### src/rtl/tbt_pkg.sv
package tbt_pkg;

    localparam int NUM_TAPS = 4;

    localparam int BIT_IE   = 4;
    localparam int BIT_FLAG = 3;
    localparam int BIT_CLR  = 2;

    typedef logic [1:0] sel_t;

    typedef struct packed {
        logic ie;
        logic flag_keep;
        logic clr;
        sel_t sel;
    } wr_fields_t;

    // Period exponent, in input clocks, for each tap
    function automatic int tap_exp(input int idx, input int cnt_w);
        case (idx)
            0:       return cnt_w - 6;
            1:       return cnt_w - 4;
            2:       return cnt_w - 2;
            default: return cnt_w + 1;
        endcase
    endfunction

    function automatic wr_fields_t decode_wr(input logic [4:0] d);
        wr_fields_t f;
        f.ie        = d[BIT_IE];
        f.flag_keep = d[BIT_FLAG];
        f.clr       = d[BIT_CLR];
        f.sel       = d[1:0];
        return f;
    endfunction

    function automatic logic [7:0] pack_rd(input logic ie, input logic flag, input sel_t sel);
        return {1'b1, 2'b00, ie, flag, 1'b1, sel};
    endfunction

endpackage

### src/rtl/tbt_prescaler.sv
module tbt_prescaler
    import tbt_pkg::*;
#(
    parameter int CNT_W = 18
) (
    input  logic                clk,
    input  logic                rst,
    input  logic                clr,
    output logic [NUM_TAPS-1:0] tick
);

    logic             half;
    logic [CNT_W-1:0] cnt;

    always_ff @(posedge clk) begin
        if (rst || clr) begin
            half <= 1'b0;
            cnt  <= '0;
        end else begin
            half <= ~half;
            if (half) cnt <= cnt + 1'b1;
        end
    end

    for (genvar g = 0; g < NUM_TAPS; g++) begin : g_tap
        localparam int TOP = tap_exp(g, CNT_W) - 2;
        // next edge drops counter bit TOP
        assign tick[g] = half & (&cnt[TOP:0]);

        if (g > 0) begin : g_nest
            // a longer period always coincides with every shorter one
            assert_tap_nesting_R7: assert property (@(posedge clk) disable iff (rst)
                tick[g] |-> tick[g-1]);
        end
    end

    // a clear restarts the count from zero
    assert_clear_zero_R6: assert property (@(posedge clk) disable iff (rst)
        clr |=> (cnt == '0 && !half));

    // without a clear the count only moves forward by one
    assert_count_step_R2: assert property (@(posedge clk) disable iff (rst)
        (!clr && half) |=> cnt == $past(cnt) + 1'b1);

endmodule

### src/rtl/tbt_ctrl.sv
module tbt_ctrl
    import tbt_pkg::*;
(
    input  logic                clk,
    input  logic                rst,
    input  logic                wr_en,
    input  wr_fields_t          wf,
    input  logic [NUM_TAPS-1:0] tick,
    output logic                ie,
    output logic                flag,
    output sel_t                sel
);

    logic set_evt;
    logic clr_evt;

    assign set_evt = tick[sel];
    assign clr_evt = wr_en & wf.clr;

    always_ff @(posedge clk) begin
        if (rst) begin
            ie  <= 1'b0;
            sel <= '0;
        end else if (wr_en) begin
            ie  <= wf.ie;
            sel <= wf.sel;
        end
    end

    always_ff @(posedge clk) begin
        if (rst || clr_evt)                     flag <= 1'b0;
        else if (set_evt)                       flag <= 1'b1;
        else if (wr_en && !wf.flag_keep)        flag <= 1'b0;
    end

    // the flag only rises on a selected tap event
    assert_flag_rise_R2: assert property (@(posedge clk) disable iff (rst)
        $rose(flag) |-> $past(set_evt));

    // a timer clear leaves the flag low
    assert_clear_flag_R6: assert property (@(posedge clk) disable iff (rst)
        clr_evt |=> !flag);

    // flag holds unless a write happens
    assert_flag_sticky_R10: assert property (@(posedge clk) disable iff (rst)
        (flag && !wr_en) |=> flag);

    // fields change only through a write
    assert_fields_hold_R9: assert property (@(posedge clk) disable iff (rst)
        !wr_en |=> ($stable(ie) && $stable(sel)));

endmodule

### src/rtl/tbt_timebase.sv
module tbt_timebase
    import tbt_pkg::*;
#(
    parameter int CNT_W = 18
) (
    input  logic                clk,
    input  logic                rst,
    input  logic                wr_en,
    input  logic [4:0]          wr_data,
    output logic [7:0]          rd_data,
    output logic                irq,
    output logic [NUM_TAPS-1:0] tap_carry,
    output logic                wdg_clr
);

    wr_fields_t          wf;
    logic [NUM_TAPS-1:0] tick;
    logic                ie;
    logic                flag;
    sel_t                sel;

    assign wf      = decode_wr(wr_data);
    assign wdg_clr = wr_en & wf.clr;

    tbt_prescaler #(.CNT_W(CNT_W)) u_pre (
        .clk  (clk),
        .rst  (rst),
        .clr  (wdg_clr),
        .tick (tick)
    );

    tbt_ctrl u_ctrl (
        .clk   (clk),
        .rst   (rst),
        .wr_en (wr_en),
        .wf    (wf),
        .tick  (tick),
        .ie    (ie),
        .flag  (flag),
        .sel   (sel)
    );

    assign tap_carry = tick;
    assign irq       = flag & ie;
    assign rd_data   = pack_rd(ie, flag, sel);

    // a request needs the flag bit to be set
    assert_irq_needs_flag_R3: assert property (@(posedge clk) disable iff (rst)
        irq |-> rd_data[BIT_FLAG]);

endmodule

### config.mk
export PLATFORM = sky130hd
export DESIGN_NAME = tbt_timebase
export DESIGN_NICKNAME = d
export VERILOG_FILES = /design/src/rtl/tbt_pkg.sv /design/src/rtl/tbt_prescaler.sv /design/src/rtl/tbt_ctrl.sv /design/src/rtl/tbt_timebase.sv
export SDC_FILE = /design/constraint.sdc
export NUM_CORES = 1
export LEC_CHECK = 0
export ABC_AREA = 1
export BUFFER_PORTS_ARGS = -buffer_cell sky130_fd_sc_hd__buf_2
export CAP_MARGIN = 20
export CORE_AREA = 2 2 52 54
export CTS_CLUSTER_SIZE = 8
export DETAILED_ROUTE_END_ITERATION = 8
export DIE_AREA = 0 0 54 56
export GPL_TIMING_DRIVEN = 0
export PLACE_DENSITY = 0.7
export SYNTH_ARGS = -nofsm -noshare
export SYNTH_HDL_FRONTEND = slang
export SYNTH_SLANG_ARGS = --single-unit
### constraint.sdc
create_clock -name clk -period 1.2 [get_ports clk]
set_input_delay 0.24 -clock clk [delete_from_list [all_inputs] [get_ports clk]]
set_output_delay 0.24 -clock clk [all_outputs]
set_load 0.1 [all_outputs]
==> summary.txt, run 1 <==
area delta synth->final = 55.16%
skew final = 0.005712 ns
Crit. End Element = output pin
DRT antenna net count = 0
Hold Path Origin = rst
Setup violations, final = 21
number of DRC markers in iteration 0 = 29
RR Endpoint = u_pre.cnt[17]
cell area after layout = 0.001788 mm^2
Filler cells = 173
slowest cell on the critical path = dfxtp_4
reg2reg path depth = 10
fin crit period = 1.795 ns
DRT Pass-1 Iters = 4
clock sink total = 23
initial antenna violation count = 0
#FFs+latches synth = 23
number of flops mapped to enable cells by yosys = 0
Internal = 1.002 mW
CP Cell Sequence = ha_4, nand4_1, nor2_4, nand3_2, clkinvlp_4, buf_12
gr ovfl total = 0
fin cells = 228
die area = 0.003024 mm^2
first-pass GRT wire length = 5016 um
most common cell after layout, fill and taps aside = nand2_1
DRT Wirelength = 3076 um
via count = 1,188
PortBufs = 17
ys flop type = dfxtp_1
initial core utilization = 0.4738
switching share of total power = 0.3171
main combinational cell family by area after synthesis = simple AND/OR/NAND/NOR gates
DR WL/cell = 13.49 um
Slowest Stage Delay on Critical Path = 0.38 ns
synthesized cell area = 0.001152 mm^2
clock power share = 0.253
Seq/Total Area, Yosys = 0.3996
Max Clk Rate = 557.1 MHz
Worst Hold Endpoint = u_ctrl.ie
combinational power share = 0.209
Final nets = 208
Max rail drop VDD = 0.0006825 V
gpl congestion = 0.7513
r2r setup slk = -0.34 ns
NetSw = 0.4651 mW
Post-Syn Area per Cell = 7.070 um^2
hold crit path type = input pin to register
vias in the first global route = 1,168
CP arrival = 1.56 ns
Max H-tree Level = 1
failing checks = negative setup slack
Clk Latency, worst-skew pair = 0.32 ns
Place WS = -0.5892 ns
Final Hold Fails = 0
Crit Path Category = register to output pin
Bufs on Longest Clock Path = 2
peak fanout along the critical path = 4
placed cell area = 0.001375 mm^2
Post-synth ARST share = 0
TritonCTS Buffers = 3
hold_buf cts = 0
Req. time, crit path = 0.96 ns
WHS Path Cells = 2
I/O pins = 22
Die W = 54 um
GRT Util Overall = 0.2217
adder-cell share of the synthesized area = 0.01086
Post-Synth XOR/XNOR Area = 0.01520
MaxCap Viol Count = 0
share of cells above drive strength 1 = 0.4343
root buffer cell = clkbuf_4
Mapped Cells = 163
setup ws final = -0.5950 ns
vias per cell = 5.211
multiplexer share of the synthesized area = 0
Post-Synth Simple-Gate Area = 0.3246
# rows = 18
outcome = finished with violations
placed wire-length estimate = 1869 um
Antenna Cells = 0
core area = 0.002432 mm^2
Slew Limit Fails = 0
Reg clk slew, reported paths = 0.12 ns
Inst Count DP = 212
post-synth cell types = 26
DRC Markers = 0
Die Y = 56 um
yosys warns = 0
Worst setup SP type = register
compound-cell area share of the yosys netlist = 0.1216
Final Util = 0.7351
largest net degree at the start of global routing = 13
P per Cell Area = 820.5 mW/mm^2
most frequent cells in the layout = 27 x nand2_1, 15 x inv_1, 14 x nor2_1
Final period util = 1.496
RSZ-0062 raised after global routing = true
sequential share of power = 0.538
worst r2r src = u_pre.cnt[1]
WHS = 0.1391 ns
leakage = 0.7381 nW
CTS tree = built
synthesized netlist by cell type (2+ instances only):
cell type   n  area [um^2]
nand3_1    12        60.06
nor2_2      2        12.51
dfxtp_1    23        460.4
a21oi_1    12        60.06
a211oi_1    2        15.01
conb_1      2        7.510
nor3_1      4        20.02
nand4_1     5        31.28
xor2_1      2        17.52
nor2_1     18        67.56
o21ai_0     5        25.02
o21ai_1     2        10.01
inv_1      20        75.07
buf_4       7        52.55
a31oi_1     2        12.51
nand3_2     2        20.02
nand2_1    34        127.6
metal layers:
layer	track usage	vias to the layer above	part of all wire
met5	0	-	0
met4	0.1250	0	0.022
met3	0.03226	7	0.038
met2	0.3519	33	0.52
met1	0.2776	557	0.42
li1	-	591	-
registers in the layout, summed over array words and instances (netlist names):
register     cells
u_ctrl.sel       2
u_ctrl.ie        1
u_pre.half       1
u_ctrl.flag      1
u_pre.cnt       18
per-stage QoR:
step	TNS [ns]	power, mW
global route	-6.905	1.532
global placement	-3.608	1.063
detailed placement	-4.207	1.066
CTS	-4.865	1.466
finish	-5.360	1.467
floorplan	-3.417	1.024
cell type report:
type / count / area (um^2) / share of cell area
multi-input combinational: 112 / 701.9 / 0.3926
sequential: 23 / 491.7 / 0.2750
timing repair buffer: 29 / 345.3 / 0.1931
inverter: 22 / 110.1 / 0.06158
buffer: 8 / 75.07 / 0.04199
tap: 30 / 37.54 / 0.02099
clock buffer: 4 / 26.28 / 0.01470
cells by family (layout without fill, tap and decap cells):
| family | after synthesis | in the layout |
|---|---|---|
| simple gates | 80 | 80 |
| buf+inv | 30 | 63 |
| other cells | 2 | 4 |
| compound gates | 25 | 25 |
| fa+ha+maj | 1 | 1 |
| flops | 23 | 23 |
| xor+xnor | 2 | 2 |
critical path: cells and delay by family (launching register included):
| kind | cells | cell delay (ns) |
|---|---|---|
| simple gates | 3 | 0.44 |
| flops | 1 | 0.38 |
| buf+inv | 2 | 0.27 |
| fa+ha+maj | 1 | 0.14 |
power groups by stage:
| stage | clock network, mW | logic [mW] | registers [mW] |
|---|---|---|---|
| finish | 0.372 | 0.306 | 0.789 |
| global route | 0.412 | 0.328 | 0.792 |
| CTS | 0.380 | 0.295 | 0.791 |
| detailed placement | 0 | 0.257 | 0.809 |
| global placement | 0 | 0.255 | 0.809 |
| floorplan | 0 | 0.183 | 0.841 |
how the worst max path moves through the flow:
stage / startpoint / cells past startpoint / end / slack (ns)
2_1_floorplan: u_pre.cnt[1] / 5 / tap_carry[0] / -0.38
3_3_place_gp: u_pre.cnt[8] / 5 / tap_carry[2] / -0.57
3_5_place_dp: u_pre.cnt[4] / 7 / tap_carry[2] / -0.59
4_1_cts: u_pre.cnt[1] / 6 / tap_carry[0] / -0.61
5_1_grt: u_pre.cnt[1] / 6 / tap_carry[2] / -0.66
6_report: u_pre.cnt[1] / 6 / tap_carry[2] / -0.60
timing repair:
item	CTS	global route
pin swaps	8	14
gates resized for setup	56	22
setup buffers	5	6
endpoints found under the setup margin	23	24
gates cloned	0	1
(Power assumes the default switching activity.)
==> run 2: changes to the inputs <==
CORE_AREA = 2 2 54 56   (was 2 2 52 54)
DIE_AREA = 0 0 56 58   (was 0 0 54 56)
SYNTH_HIERARCHICAL = 1   (was not set)
==> run 2 against run 1 <==
The run still ends with negative setup slack left. Routed wire length is 6.0% higher. Clock skew is 0.0013 ns lower. Area after synthesis is 10% higher. Count of clock-buffer cells in the layout is 1 lower. Via count is 5.9% higher. Sequential share of layout area is 2.4 points lower. Worst hold slack better by 0.015 ns. Sequential cell count stayed put. Fmax is 6.6% lower. Synthesized cell count is 14% higher. Die area is 7.4% higher. Critical endpoint is now tap_carry[1].
==> summary.txt, run 2 <==
outcome = finished with violations
failing checks = negative setup slack
Mapped Cells = 186
Setup violations, final = 18
most common cell after layout, fill and taps aside = nand2_1
Req. time, crit path = 0.96 ns
Final period util = 1.601
Worst setup SP type = register
Regs by FF count = u_pre/cnt: 18 flops, u_ctrl/sel: 2 flops
MaxCap Viol Count = 0
Slew Limit Fails = 0
Final nets = 233
DRT Wirelength = 3262 um
largest cells by area after synthesis = dfxtp_1 36%, nand2_1 11%, nor2_1 10%
TritonCTS Buffers = 3
root buffer cell = clkbuf_4
register with the most flip-flops = u_pre/cnt
DR WL/cell = 12.84 um
Crit. End Element = output pin
Inst Count DP = 236
Reg clk slew, reported paths = 0.13 ns
Largest register FFs = 18
Max H-tree Level = 1
die area = 0.003248 mm^2
fin cells = 254
Die W = 56 um
Clk Latency, worst-skew pair = 0.32 ns
#FFs+latches synth = 23
Antenna Cells = 0
Crit Path Category = register to output pin
vias in the first global route = 1,211
peak fanout along the critical path = 5
WHS Path Cells = 3
number of flops mapped to enable cells by yosys = 0
Bufs on Longest Clock Path = 2
gr ovfl total = 0
Post-synth ARST share = 0
cell area after layout = 0.001944 mm^2
RSZ-0062 raised after global routing = true
P per Cell Area = 767.3 mW/mm^2
# rows = 19
most frequent cells in the layout = 28 x nand2_1, 26 x nor2_1, 15 x inv_1
vias per cell = 4.953
WHS = 0.1537 ns
cell taking the most area after synthesis = dfxtp_1
area delta synth->final = 53.41%
DRT Pass-1 Iters = 6
synthesized cell area = 0.001267 mm^2
first-pass GRT wire length = 5237 um
DRC Markers = 0
placed cell area = 0.001505 mm^2
yosys warns = 6
reg2reg path depth = 13
CTS tree = built
CP arrival = 1.68 ns
I/O pins = 22
gpl congestion = 0.7738
ys flop type = dfxtp_1
largest net degree at the start of global routing = 14
share of cells above drive strength 1 = 0.5157
initial core utilization = 0.4760
Seq/Total Area, Yosys = 0.3633
fin crit period = 1.922 ns
Post-synth top cells = 36 x nand2_1, 35 x nor2_1, 23 x dfxtp_1, 22 x inv_1
Die Y = 58 um
most frequent cell after synthesis = nand2_1
Final Power = 1.492 mW
leakage = 0.7506 nW
setup ws final = -0.7216 ns
clock sink total = 23
DRT antenna net count = 0
hold crit path type = input pin to register
number of DRC markers in iteration 0 = 32
initial antenna violation count = 0
Sum Neg Setup Slack = -4.484 ns
Post-Syn Area per Cell = 6.814 um^2
post-synth cell types = 31
skew final = 0.004387 ns
Final Hold Fails = 0
core area = 0.002663 mm^2
share of the synthesized area in the top cell type = 0.3633
placed wire-length estimate = 1971 um
Max rail drop VDD = 0.0006844 V
Max Clk Rate = 520.4 MHz
GRT Util Overall = 0.2029
PortBufs = 17
via count = 1,258
run 2: changes by cell type after synthesis, sizes merged, moves of 2 or more:
cell,delta
o21a,+2
a31oi,-2
nor2,+20
a21oi,-2
nand4,-3
inv,+3
nand2,+8
nand3,-3
run 2: cells by family after synthesis:
family          count (synthesis)  synth area share
flops                          23            0.3633
buf+inv                        32            0.1194
other cells                     2          0.005925
xor+xnor                        2           0.01382
fa+ha+maj                       1          0.009870
simple gates                  104            0.3840
compound gates                 22            0.1036
run 2: final timing paths:
path	from	end	slack (ns)
max	u_pre/cnt[7]	tap_carry[1]	-0.72
min	wr_data[4]	u_ctrl/ie	0.15
max reg2reg	u_pre/cnt[1]	u_pre/cnt[16]	-0.37
min reg2reg	u_ctrl/ie	u_ctrl/ie	0.49
run 2: report_power, final:
| group | internal [mW] | switching [mW] | leakage [nW] |
|---|---|---|---|
| logic | 0.109 | 0.219 | 0.538 |
| clock network | 0.125 | 0.246 | 0.0177 |
| registers | 0.776 | 0.0166 | 0.195 |
run 2: area by class of cell:
class                      count  area, um^2
clock buffer                   3       22.52
multi-input combinational    133       864.6
sequential                    23       488.0
clock inverter                 1       5.005
timing repair buffer          31       344.1
fill                         183       718.2
inverter                      24       102.6
buffer                         8       78.83
tap                           31       38.79
run 2: routing by layer:
layer	track usage	vias to the layer above	part of all wire
met4	0.07143	0	0.016
li1	-	653	-
met5	0	-	0
met1	0.2503	571	0.45
met3	0.02232	6	0.029
met2	0.3681	28	0.51
run 2: what timing repair did:
| action | CTS | global route |
|---|---|---|
| buffers inserted | 10 | 4 |
| hold buffers | 0 | 0 |
| endpoints found under the setup margin | 21 | 23 |
| gates resized for setup | 55 | 39 |
| pin swaps | 8 | 12 |
run 2: per-stage QoR:
step | setup WS [ns] | utilization
6_report | -0.7216 | 0.7303
2_1_floorplan | -1.111 | -
4_1_cts | -0.7083 | 0.6720
3_5_place_dp | -0.6288 | 0.5653
3_3_place_gp | -0.5970 | 0.5653
5_1_grt | -0.7813 | 0.7303
run 2: worst max-delay path: stages, from the launching register on:
cell and delay (ns):
dfxtp_2 0.38, nand2_1 0.09, nor2_4 0.20, nand2_1 0.13
nor2_4 0.16, nand2_4 0.09, nor2_4 0.12, buf_12 0.18
==> run 3: changes to the inputs <==
ABC_AREA = not set   (was 1)
CORE_AREA = 2 2 51 53   (was 2 2 54 56)
DIE_AREA = 0 0 53 55   (was 0 0 56 58)
==> run 3 against run 2 <==
The flow still finishes with violations (negative setup slack). Area after synthesis down 13%. Final cell count shrank 20%. Routed wire length shrank 1.2%. Die area is 10% lower. Clock power shrank 2%. Count of clock-buffer cells in the layout unchanged. Global-route usage shrank 0.66 points.
==> summary.txt, run 3 <==
outcome = finished with violations
failing checks = negative setup slack
Antenna Cells = 0
DRC Markers = 0
first-pass GRT wire length = 4091 um
Final Util = 0.7630
Reg clk slew, reported paths = 0.13 ns
RR Endpoint = u_ctrl/flag
MaxCap Viol Count = 0
initial antenna violation count = 0
most frequent cells in the layout = 21 x nor2_1, 19 x buf_4, 12 x buf_6
gpl congestion = 0.7930
Worst setup SP type = register
vias in the first global route = 931
RSZ-0062 raised after global routing = true
register with the most flip-flops = u_pre/cnt
vias per cell = 5.500
leakage = 0.7651 nW
worst r2r src = u_pre/cnt[8]
Filler cells = 148
largest cells by area after synthesis = dfxtp_1 42%, nor2_1 7.5%, xnor2_1 5.5%
Max rail drop VDD = 0.0008185 V
fin crit period = 2.082 ns
WHS Path Cells = 2
reg2reg path depth = 7
area of the multi-input gates = 728.2 um^2
most common cell after layout, fill and taps aside = nor2_1
most frequent cell after synthesis = dfxtp_1
Regs by FF count = u_pre/cnt: 18 flops, u_ctrl/sel: 2 flops
initial core utilization = 0.4672
Bufs on Longest Clock Path = 2
P per Cell Area = 766.7 mW/mm^2
#FFs+latches synth = 23
Max H-tree Level = 1
Final Hold Fails = 0
CTS tree = built
Req. time, crit path = 0.96 ns
Seq. cell area = 505.5 um^2
Seq/Total Area, Yosys = 0.4168
Mapped Cells = 127
hold crit path type = input pin to register
share of cells above drive strength 1 = 0.5640
DR WL/cell = 15.96 um
cell taking the most area after synthesis = dfxtp_1
DRT antenna net count = 0
yosys warns = 6
Clk Latency, worst-skew pair = 0.32 ns
CP arrival = 1.84 ns
TritonCTS Buffers = 3
Worst Hold Endpoint = u_ctrl/flag
synthesized cell area = 0.001105 mm^2
GRT Util Overall = 0.1963
Post-synth top cells = 23 x dfxtp_1, 22 x nor2_1, 7 x buf_4, 7 x nand2_1, 7 x xnor2_1
skew final = 0.006957 ns
ys flop type = dfxtp_1
core area = 0.002365 mm^2
number of DRC markers in iteration 0 = 38
share of the synthesized area in the top cell type = 0.4168
Hold Path Origin = wr_data[2]
DRT Wirelength = 3223 um
Final nets = 182
via count = 1,111
WHS = 0.1210 ns
Largest register FFs = 18
largest net degree at the start of global routing = 14
DRT Pass-1 Iters = 4
Final period util = 1.735
number of flops mapped to enable cells by yosys = 0
gr ovfl total = 0
r2r setup slk = -0.77 ns
placed wire-length estimate = 1614 um
Crit. End Element = output pin
clock sink total = 23
root buffer cell = clkbuf_4
Final Power = 1.383 mW
hold_buf cts = 0
area delta synth->final = 63.31%
setup ws final = -0.8819 ns
Slew Limit Fails = 0
# rows = 18
die area = 0.002915 mm^2
Max Clk Rate = 480.3 MHz
post-synth cell types = 31
PortBufs = 17
Crit Path Category = register to output pin
Die Y = 55 um
Post-synth ARST share = 0
Setup violations, final = 18
I/O pins = 22
Post-Syn Area per Cell = 8.699 um^2
Die W = 53 um
peak fanout along the critical path = 6
==> run 3: metrics by stage <==
stage                     setup TNS (ns)  setup WS [ns]  area [um^2]  cells
after global placement            -7.179         -1.005         1350    176
final                             -7.945        -0.8819         1804    202
after CTS                         -6.585        -0.8579         1617    191
after floorplan                   -6.073         -1.195         1227    129
after detailed placement          -7.460         -1.008         1350    176
after global routing              -9.152        -0.9659         1804    202
==> run 3: worst max path at each step <==
stage,start,to,slack [ns],depth (start not counted)
2_1_floorplan,u_pre/cnt[1],u_ctrl/flag,-1.20,7
5_1_grt,u_pre/cnt[1],tap_carry[2],-0.97,5
3_5_place_dp,u_pre/cnt[1],tap_carry[1],-1.01,5
3_3_place_gp,u_pre/cnt[1],tap_carry[1],-1.00,5
6_report,u_pre/cnt[8],tap_carry[2],-0.88,4
4_1_cts,u_pre/cnt[1],tap_carry[2],-0.86,5
==> run 3: logic make-up (layout without fill, tap and decap cells) <==
logic type,after synthesis,count (layout),share of synthesized area
and+or+nand+nor,59,59,0.2718
DFF,23,23,0.4168
buffers and inverters,13,56,0.06795
AOI/OAI and AO/OA,12,12,0.07361
xor gates and xnor gates,12,12,0.09513
muxes,5,5,0.05663
other,2,4,0.006798
adders and majority gates,1,1,0.01132
==> run 3: timing repair <==
item	CTS	global route
setup endpoints to repair	21	20
endpoints found under the hold margin	0	0
setup buffers	11	11
resized for setup	47	27
pin swaps	3	13
==> run 3: power by group <==
part / switching (mW) / internal (mW) / total [mW]
registers: 0.0124 / 0.759 / 0.772
clock network: 0.238 / 0.125 / 0.362
logic: 0.170 / 0.0795 / 0.249
total: 0.420 / 0.964 / 1.38
==> run 3: layer usage <==
| layer | track usage | share of wire | vias up |
|---|---|---|---|
| li1 | - | - | 521 |
| met1 | 0.2239 | 0.40 | 541 |
| met2 | 0.3667 | 0.54 | 43 |
| met3 | 0.02419 | 0.040 | 6 |
| met4 | 0.08974 | 0.016 | 0 |
| met5 | 0 | 0 | - |
==> run 3: cell type report <==
class / instances / share of cell area
clock inverters: 1 / 0.002774
repair buffers: 39 / 0.2205
clock buffers: 3 / 0.01248
well taps: 30 / 0.02080
flip-flops and latches: 23 / 0.2802
multi-input cells: 93 / 0.4036
plain buffers: 10 / 0.05132
inverters: 3 / 0.008322
==> run 3: worst max-delay path, stage by stage (launching register included) <==
cell	delay, ns
dfxtp_4	0.40
nand4_4	0.17
or4_4	0.63
nor2_4	0.14
buf_12	0.18
